File: src/rtl/ssram_pkg.sv
package ssram_pkg;

   // Burst address order: chosen by an input pin or fixed at build time.
   typedef enum logic [1:0] {
      ORDER_BY_PIN     = 2'd0,
      ORDER_LINEAR     = 2'd1,
      ORDER_INTERLEAVE = 2'd2
   } burst_order_e;

endpackage

File: src/rtl/ssram_burst_ctr.sv
module ssram_burst_ctr
   import ssram_pkg::*;
#(
   parameter int           ADDR_W  = 6,
   parameter int           BURST_W = 2,
   parameter burst_order_e ORDER   = ORDER_BY_PIN
) (
   input  logic              clk,
   input  logic              rst_n,
   input  logic              halt,
   input  logic              load_sel,
   input  logic              load_desel,
   input  logic              advance,
   input  logic              order_lin,
   input  logic [ADDR_W-1:0] addr,
   output logic              acc_go,
   output logic [ADDR_W-1:0] acc_addr
);

   localparam int HI_W = ADDR_W - BURST_W;

   logic [ADDR_W-1:0]  base_q;
   logic [BURST_W-1:0] step_q;
   logic [BURST_W-1:0] step_nxt;
   logic [BURST_W-1:0] lin_off;
   logic [BURST_W-1:0] ilv_off;
   logic [BURST_W-1:0] off;
   logic [HI_W-1:0]    base_hi;
   logic               active_q;
   logic               use_lin;

   assign step_nxt = step_q + BURST_W'(1);
   assign lin_off  = base_q[BURST_W-1:0] + step_nxt;
   assign ilv_off  = base_q[BURST_W-1:0] ^ step_nxt;
   assign use_lin  = (ORDER == ORDER_LINEAR) || ((ORDER == ORDER_BY_PIN) && order_lin);
   assign off      = use_lin ? lin_off : ilv_off;
   assign base_hi  = base_q[ADDR_W-1:BURST_W];

   assign acc_go   = !halt && (load_sel || (advance && active_q));
   assign acc_addr = load_sel ? addr : {base_hi, off};

   always_ff @(posedge clk or negedge rst_n) begin
      if (!rst_n) begin
         active_q <= 1'b0;
         base_q   <= '0;
         step_q   <= '0;
      end else if (halt) begin
         active_q <= 1'b0;
      end else if (load_sel) begin
         active_q <= 1'b1;
         base_q   <= addr;
         step_q   <= '0;
      end else if (load_desel) begin
         active_q <= 1'b0;
      end else if (advance && active_q) begin
         step_q   <= step_nxt;
      end
   end

endmodule

File: src/rtl/ssram_ctl_reg.sv
module ssram_ctl_reg #(
   parameter int ADDR_W = 6,
   parameter int LANES  = 4,
   parameter int LANE_W = 9
) (
   input  logic                    clk,
   input  logic                    rst_n,
   input  logic                    acc_go,
   input  logic [ADDR_W-1:0]       acc_addr,
   input  logic                    wr_all_n,
   input  logic                    wr_byte_n,
   input  logic [LANES-1:0]        lane_sel_n,
   input  logic [LANES*LANE_W-1:0] wdata,
   output logic                    s1_valid,
   output logic                    s1_write,
   output logic [ADDR_W-1:0]       s1_addr,
   output logic [LANES-1:0]        s1_lanes,
   output logic [LANES*LANE_W-1:0] s1_wdata
);

   logic [LANES-1:0] lane_we;

   for (genvar i = 0; i < LANES; i++) begin : g_lane_dec
      assign lane_we[i] = !wr_all_n || (!wr_byte_n && !lane_sel_n[i]);
   end

   always_ff @(posedge clk or negedge rst_n) begin
      if (!rst_n) begin
         s1_valid <= 1'b0;
         s1_addr  <= '0;
         s1_lanes <= '0;
         s1_wdata <= '0;
      end else begin
         s1_valid <= acc_go;
         if (acc_go) begin
            s1_addr  <= acc_addr;
            s1_lanes <= lane_we;
            s1_wdata <= wdata;
         end
      end
   end

   assign s1_write = |s1_lanes;

endmodule

File: src/rtl/ssram_array.sv
module ssram_array #(
   parameter int ADDR_W = 6,
   parameter int LANES  = 4,
   parameter int LANE_W = 9
) (
   input  logic                    clk,
   input  logic [LANES-1:0]        we,
   input  logic [ADDR_W-1:0]       addr,
   input  logic [LANES*LANE_W-1:0] wdata,
   output logic [LANES*LANE_W-1:0] rdata
);

   localparam int DEPTH = 1 << ADDR_W;

   for (genvar i = 0; i < LANES; i++) begin : g_lane_mem
      logic [LANE_W-1:0] mem [DEPTH];

      always_ff @(posedge clk) begin
         if (we[i]) begin
            mem[addr] <= wdata[i*LANE_W +: LANE_W];
         end
      end

      assign rdata[i*LANE_W +: LANE_W] = mem[addr];
   end

endmodule

File: src/rtl/ssram_out_stage.sv
module ssram_out_stage #(
   parameter int WORD_W = 36
) (
   input  logic              clk,
   input  logic              rst_n,
   input  logic              s1_valid,
   input  logic              s1_write,
   input  logic              sleep,
   input  logic              out_en_n,
   input  logic [WORD_W-1:0] arr_rdata,
   output logic [WORD_W-1:0] rdata,
   output logic              rdata_oe
);

   logic out_valid_q;
   logic capture;

   assign capture = s1_valid && !s1_write && !sleep;

   always_ff @(posedge clk or negedge rst_n) begin
      if (!rst_n) begin
         out_valid_q <= 1'b0;
         rdata       <= '0;
      end else begin
         out_valid_q <= capture;
         if (capture) begin
            rdata <= arr_rdata;
         end
      end
   end

   assign rdata_oe = out_valid_q && !out_en_n && !sleep;

endmodule

File: src/rtl/sync_burst_sram.sv
module sync_burst_sram
   import ssram_pkg::*;
#(
   parameter int           ADDR_W      = 6,
   parameter int           LANES       = 4,
   parameter int           LANE_DATA_W = 8,
   parameter int           BURST_W     = 2,
   parameter burst_order_e ORDER       = ORDER_BY_PIN
) (
   input  logic                                 clk,
   input  logic                                 rst_n,
   input  logic [ADDR_W-1:0]                    addr,
   input  logic                                 load_n,
   input  logic                                 adv_n,
   input  logic                                 order_lin,
   input  logic                                 en_a_n,
   input  logic                                 en_b,
   input  logic                                 en_c_n,
   input  logic                                 wr_all_n,
   input  logic                                 wr_byte_n,
   input  logic [LANES-1:0]                     lane_sel_n,
   input  logic [LANES*(LANE_DATA_W+1)-1:0]     wdata,
   input  logic                                 out_en_n,
   input  logic                                 sleep,
   output logic [LANES*(LANE_DATA_W+1)-1:0]     rdata,
   output logic                                 rdata_oe
);

   localparam int LANE_W = LANE_DATA_W + 1;
   localparam int WORD_W = LANES * LANE_W;

   if (ADDR_W <= BURST_W) begin : g_bad_addr
      $error("ADDR_W must exceed BURST_W");
   end
   if (BURST_W < 1) begin : g_bad_burst
      $error("BURST_W must be at least 1");
   end
   if (LANES < 1 || LANE_DATA_W < 1) begin : g_bad_lane
      $error("LANES and LANE_DATA_W must be positive");
   end

   logic              selected;
   logic              load_sel;
   logic              load_desel;
   logic              advance;
   logic              acc_go;
   logic [ADDR_W-1:0] acc_addr;
   logic              s1_valid;
   logic              s1_write;
   logic [ADDR_W-1:0] s1_addr;
   logic [LANES-1:0]  s1_lanes;
   logic [WORD_W-1:0] s1_wdata;
   logic [LANES-1:0]  arr_we;
   logic [WORD_W-1:0] arr_rdata;

   assign selected   = !en_a_n && en_b && !en_c_n;
   assign load_sel   = !load_n && selected;
   assign load_desel = !load_n && !selected;
   assign advance    = load_n && !adv_n;
   assign arr_we     = s1_lanes & {LANES{s1_valid && !sleep}};

   ssram_burst_ctr #(
      .ADDR_W  (ADDR_W),
      .BURST_W (BURST_W),
      .ORDER   (ORDER)
   ) u_burst (
      .clk        (clk),
      .rst_n      (rst_n),
      .halt       (sleep),
      .load_sel   (load_sel),
      .load_desel (load_desel),
      .advance    (advance),
      .order_lin  (order_lin),
      .addr       (addr),
      .acc_go     (acc_go),
      .acc_addr   (acc_addr)
   );

   ssram_ctl_reg #(
      .ADDR_W (ADDR_W),
      .LANES  (LANES),
      .LANE_W (LANE_W)
   ) u_ctl (
      .clk        (clk),
      .rst_n      (rst_n),
      .acc_go     (acc_go),
      .acc_addr   (acc_addr),
      .wr_all_n   (wr_all_n),
      .wr_byte_n  (wr_byte_n),
      .lane_sel_n (lane_sel_n),
      .wdata      (wdata),
      .s1_valid   (s1_valid),
      .s1_write   (s1_write),
      .s1_addr    (s1_addr),
      .s1_lanes   (s1_lanes),
      .s1_wdata   (s1_wdata)
   );

   ssram_array #(
      .ADDR_W (ADDR_W),
      .LANES  (LANES),
      .LANE_W (LANE_W)
   ) u_array (
      .clk   (clk),
      .we    (arr_we),
      .addr  (s1_addr),
      .wdata (s1_wdata),
      .rdata (arr_rdata)
   );

   ssram_out_stage #(
      .WORD_W (WORD_W)
   ) u_out (
      .clk       (clk),
      .rst_n     (rst_n),
      .s1_valid  (s1_valid),
      .s1_write  (s1_write),
      .sleep     (sleep),
      .out_en_n  (out_en_n),
      .arr_rdata (arr_rdata),
      .rdata     (rdata),
      .rdata_oe  (rdata_oe)
   );

endmodule

File: config.mk
export PLATFORM = sky130hd
export DESIGN_NAME = sync_burst_sram
export DESIGN_NICKNAME = d
export VERILOG_FILES = /design/src/rtl/ssram_pkg.sv /design/src/rtl/ssram_burst_ctr.sv /design/src/rtl/ssram_ctl_reg.sv /design/src/rtl/ssram_array.sv /design/src/rtl/ssram_out_stage.sv /design/src/rtl/sync_burst_sram.sv
export SDC_FILE = /design/constraint.sdc
export NUM_CORES = 2
export LEC_CHECK = 0
export BUFFER_PORTS_ARGS = -buffer_cell sky130_fd_sc_hd__buf_2
export CAP_MARGIN = 10
export CORE_MARGIN = 5
export CORE_UTILIZATION = 24
export CTS_BUF_LIST = sky130_fd_sc_hd__clkbuf_4 sky130_fd_sc_hd__clkbuf_8
export DETAILED_ROUTE_END_ITERATION = 10
export GPL_ROUTABILITY_DRIVEN = 0
export PLACE_DENSITY = 0.48
export SETUP_SLACK_MARGIN = 0.15
export SYNTH_ARGS = -nofsm -noshare
export SYNTH_HDL_FRONTEND = slang
export SYNTH_HIERARCHICAL = 1
export SYNTH_SLANG_ARGS = --single-unit
File: constraint.sdc
create_clock -name clk -period 7.35 [get_ports clk]
set_input_delay 0 -clock clk [delete_from_list [all_inputs] [get_ports clk]]
set_output_delay 0 -clock clk [all_outputs]
set_load 0.005 [all_outputs]
======== Yosys cells after proc, flatten, opt, wreduce, memory -nomap -nowiden ========
Memory sizes are Yosys's and may differ from the RTL's. A register that Yosys moved wholly into a read port is not among the register bits.
Cells that the tools add are included.
storage, ports and cells
  flip-flop bits (word level) ............. 57
  bits in writable memories ............... 2304
  input port bits ......................... 58
  output and inout port bits .............. 37
  logic and storage cells ................. 78
  memories ................................ 4
operators by class
  add/subtract/negate cells ............... 2
  eq/ne operators ......................... 1
  multiplexer cells ....................... 16
  bitwise logic cells ..................... 3
  reductions and logical operators ........ 44
memories
  memory                     words  width  rd ports  clocked after memory_dff  wr ports  line               source
  u_array.g_lane_mem[0].mem  64     9      1         1                         1         ssram_array.sv:16  logic [LANE_W-1:0] mem [DEPTH];
  u_array.g_lane_mem[1].mem  64     9      1         1                         1         ssram_array.sv:16
  u_array.g_lane_mem[2].mem  64     9      1         1                         1         ssram_array.sv:16
  u_array.g_lane_mem[3].mem  64     9      1         1                         1         ssram_array.sv:16
operator list
  kind                   number
  $logic_not A1 Y1       18
  $logic_and A1 B1 Y1    16
  $mux W1                11
  $mux W2                4
  $mux W6                1
  $logic_or A1 B1 Y1     5
  $and A4 B4 Y4          1
  $reduce_or A4 Y1       1
  $reduce_and A3 Y1      1
  $reduce_bool A3 Y1     1
  $add A2 B1 Y2 const B  1
  $add A2 B2 Y2          1
  $ne A2 B1 Y1 const B   1
  $reduce_and A2 Y1      1
  $reduce_bool A2 Y1     1
  $xor A2 B2 Y2          1
  $not A1 Y1             1

======== Longest topological paths before layout ========
  word-level depth ........................ 8
  gate-level depth with buffers ........... 12
  depth with buffers taken out ............ 7

======== Hierarchy ========
Netlist, hierarchy kept.
by module, submodules not included
  module           times used  cells an instance  area an instance (um^2)  seq. area each (um^2)
  ssram_array      1           5023               87589.0                  69186.4
  ssram_ctl_reg    1           104                1856.8                   1176.1
  ssram_out_stage  1           79                 1531.5                   925.9
  ssram_burst_ctr  1           43                 513.0                    225.2
  sync_burst_sram  1           9                  63.8                     0.0

======== Least setup slack after synthesis ========
No wires, ideal clock.
  path kind ............................... reg2reg
  start point ............................. register u_ctl.s1_addr[1]
  end point ............................... memory u_array.g_lane_mem[0].mem[10][0], enable pin
  library setup time ...................... 0.374 ns
  data arrival time ....................... 2.196 ns
  required time ........................... 6.976 ns
  path slack .............................. 4.779 ns
  cell stages (with the launch flop) ...... 10
  buffers on the path ..................... 6
  clock period less this slack ............ 2.571 ns
  path through ............................ dfrtp_1 > buf_6 > nor2b_1 > buf_2 > buf_2 > buf_2 > buf_1 > nand2_1 > clkbuf_1 > nor2_1
RTL lines
  item                    line                 source
  from (decl)             ssram_ctl_reg.sv:16  output logic [ADDR_W-1:0] s1_addr,
  from (signal assigned)  ssram_ctl_reg.sv:36  s1_addr <= acc_addr;
  to (decl)               ssram_array.sv:16
No word-level cell before the write port.

==> impl_metrics.env <==
export IMPL_status="finished, final reports clean"
export IMPL_layout_cells_non_filler=11000
export IMPL_synthFlopType="edfxtp_1"
export IMPL_routed_wl_um=307000
export IMPL_period_minus_slack_ns=4.71
export IMPL_post_route_period_util_pct=64.1
export IMPL_dieHeight_um=628
export IMPL_mostFrequentLayoutCells="edfxtp_1 (2,304), a221oi_1 (632), nor2_1 (533), clkbuf_8 (439), a22oi_1 (178)"
export IMPL_cts_sinks=2397
export IMPL_grt_pass1_vias=54300
export IMPL_synth_area_um2=91600
export IMPL_wire_per_inst_um=27.9
export IMPL_dp_slack_ns=2.72
export IMPL_layout_drive_gt1_share_pct=19.6
export IMPL_min_delay_path_class="input port to flip-flop"
export IMPL_fp_dieW_um=628
export IMPL_grt_pass1_wl_um=428000
export IMPL_io_buffers=94
export IMPL_place_hpwl_um=179000
export IMPL_p_leak_nw=33.4
export IMPL_max_slew_margin_rel_pct=16.2
export IMPL_detail_route_iter0_violations=6056
export IMPL_start_util_pct=24.1
export IMPL_holdBufCountCts=157
export IMPL_fin_skew_ns=0.0774
export IMPL_syn_to_final_growth_pct=17.3
export IMPL_syn_inst=5258
export IMPL_clock_root_buffer="clkbuf_8"
export IMPL_slew_violations=0
export IMPL_fin_tns_setup_ns=0
export IMPL_ys_seq_elements=2397
export IMPL_setup_viol=0
export IMPL_filler_cell_count=37800
export IMPL_worstPathMaxFanout=113
export IMPL_htreeDepth=5
export IMPL_fp_dieArea_um2=394000
export IMPL_synthArstFlopShare_pct=3.88
export IMPL_rsz0062_at_grt="no"
export IMPL_tightest_slew_ns=1.25
export IMPL_insertion_delay_ns=1.10
export IMPL_vias=54500
export IMPL_start_kind="flip-flop"
export IMPL_track_usage_pct=15.1
export IMPL_pin_count=95
export IMPL_core_area_um2=379000
export IMPL_peakVddDrop_mv=0.268
export IMPL_cts_buffer_depth=4
export IMPL_drc=0
export IMPL_antenna_found_initial=22
export IMPL_routed_via_density=4.96
export IMPL_ys_types=67
export IMPL_synth_edf_count=2304
export IMPL_max_freq_mhz=212
export IMPL_path_clk_slew_ns=0.06
export IMPL_ant_nets=0
export IMPL_yosys_warnings=6
export IMPL_cp_end_kind="flip-flop"
export IMPL_grt_ovfl_total=0
export IMPL_drv_cap=0
export IMPL_power_mw=38.4
export IMPL_pwr_density_cell_nw_per_um2=358
export IMPL_syn_num_nets=5317
export IMPL_path_class="flip-flop to flip-flop"
export IMPL_layout_nets=5707
export IMPL_numCtsBuffers=413
export IMPL_yosysSeqAreaShare_pct=78.1
export IMPL_placementRows=226
export IMPL_cp_required_ns=8.32
export IMPL_layout_commonest_cell="edfxtp_1"
export IMPL_dr_pass1_iters=6
export IMPL_setup_slack_ns=2.64
export IMPL_post_cts_resized=0
export IMPL_arrival_ns=5.68
export IMPL_dp_cells=10100
export IMPL_tritoncts="yes"
export IMPL_postCtsSetupBuffers=0
export IMPL_grt_max_degree=121
export IMPL_synth_area_per_cell_um2=17.4
export IMPL_fin_hold_ws_ns=0.178
export IMPL_finalHoldViolations=0
-- stage by stage --
step	area (um2)	util [%]
3_5_place_dp	97800	25.8
6_report	107000	28.3
3_3_place_gp	97800	25.8
4_1_cts	107000	28.3
5_1_grt	107000	28.3
2_1_floorplan	91600	-
-- power breakdown --
group          switching, mW  internal [mW]
Sequential             0.206           16.0
Clock                   5.33           6.56
Combinational           7.59           2.75
-- logic make-up (layout without fill, tap and decap cells) --
family / count (synthesis) / count (layout) / share of synthesized area (%)
flip-flops: 2397 / 2397 / 78.1
AO/OA/AOI/OAI: 1276 / 1276 / 10.7
multiplexers: 354 / 354 / 5.23
AND/OR/NAND/NOR: 820 / 820 / 3.82
XOR/XNOR: 2 / 2 / 0.0342
other: 0 / 10 / 0
adder cells (fa/ha/maj): 1 / 1 / 0.0137
buffers and inverters: 408 / 1112 / 2.08
-- synth_stat cells, types with 38 or more instances --
library cell | n | area (um2)
a22oi_1 | 178 | 1340
dfrtp_1 | 93 | 2330
clkbuf_1 | 206 | 773
buf_1 | 47 | 176
nand2_1 | 101 | 379
a21oi_1 | 85 | 425
mux4_2 | 68 | 1530
a221oi_1 | 632 | 5540
mux2i_1 | 130 | 1300
nor3_1 | 38 | 190
edfxtp_1 | 2304 | 69200
mux2_2 | 102 | 1150
mux2_4 | 54 | 811
buf_2 | 119 | 596
o22ai_1 | 108 | 676
nor2_1 | 542 | 2030
o21ai_0 | 136 | 681
a22o_1 | 40 | 350
-- state kept, by name (all words and copies together) (netlist names) --
| register | cells |
|---|---|
| u_array/g_lane_mem.mem | 2304 |
| u_ctl/s1_wdata | 36 |
| u_out/rdata | 36 |
| u_burst/base_q | 6 |
| u_ctl/s1_addr | 6 |
| u_ctl/s1_lanes | 4 |
| u_burst/step_q | 2 |
| u_burst/active_q | 1 |
| u_ctl/s1_valid | 1 |
| u_out/out_valid_q | 1 |
-- layer usage --
metal	wire length (um)	GRT usage (%)
met5	69	0
met4	11000	5.38
met3	23000	2.74
met2	142000	23.9
met1	131000	20.6
-- path summary, 6_finish.rpt --
check                              startpoint                          endpoint  slack, ns  depth (start not counted)
setup / recovery             u_ctl/s1_addr[1]                   u_out/rdata[28]       2.64                          8
hold / removal                           en_b                 u_burst/step_q[1]       0.18                          6
setup reg to reg             u_ctl/s1_addr[1]                   u_out/rdata[28]       2.64                          8
hold reg to reg            u_ctl/s1_wdata[29]  u_array/g_lane_mem[3].mem[57][2]       0.51                          0
max in group asynchronous               rst_n                  u_ctl/s1_addr[1]       5.82                          5
min in group asynchronous               rst_n                 u_burst/base_q[3]       0.58                          5
-- cell type report --
cell class | instances | area (um2) | area share [%]
timing repair buffer | 378 | 3160 | 2.94
clock buffer | 585 | 7140 | 6.64
tap | 5016 | 6280 | 5.84
clock inverter | 144 | 888 | 0.827
inverter | 5 | 28.8 | 0.0268
antenna | 10 | 25.0 | 0.0233
sequential | 2397 | 71600 | 66.6
multi-input combinational | 2453 | 18300 | 17.1
-- critical path: stages (launching register included) --
cell     delay (ns)
dfrtp_4        0.45
buf_12         0.56
inv_6          0.53
buf_4          0.50
nand2_1        0.93
o22ai_1        0.24
nor4_1         0.75
nand3_1        0.16
mux2_2         0.31
Note: power is estimated with default switching activity, not from simulation.
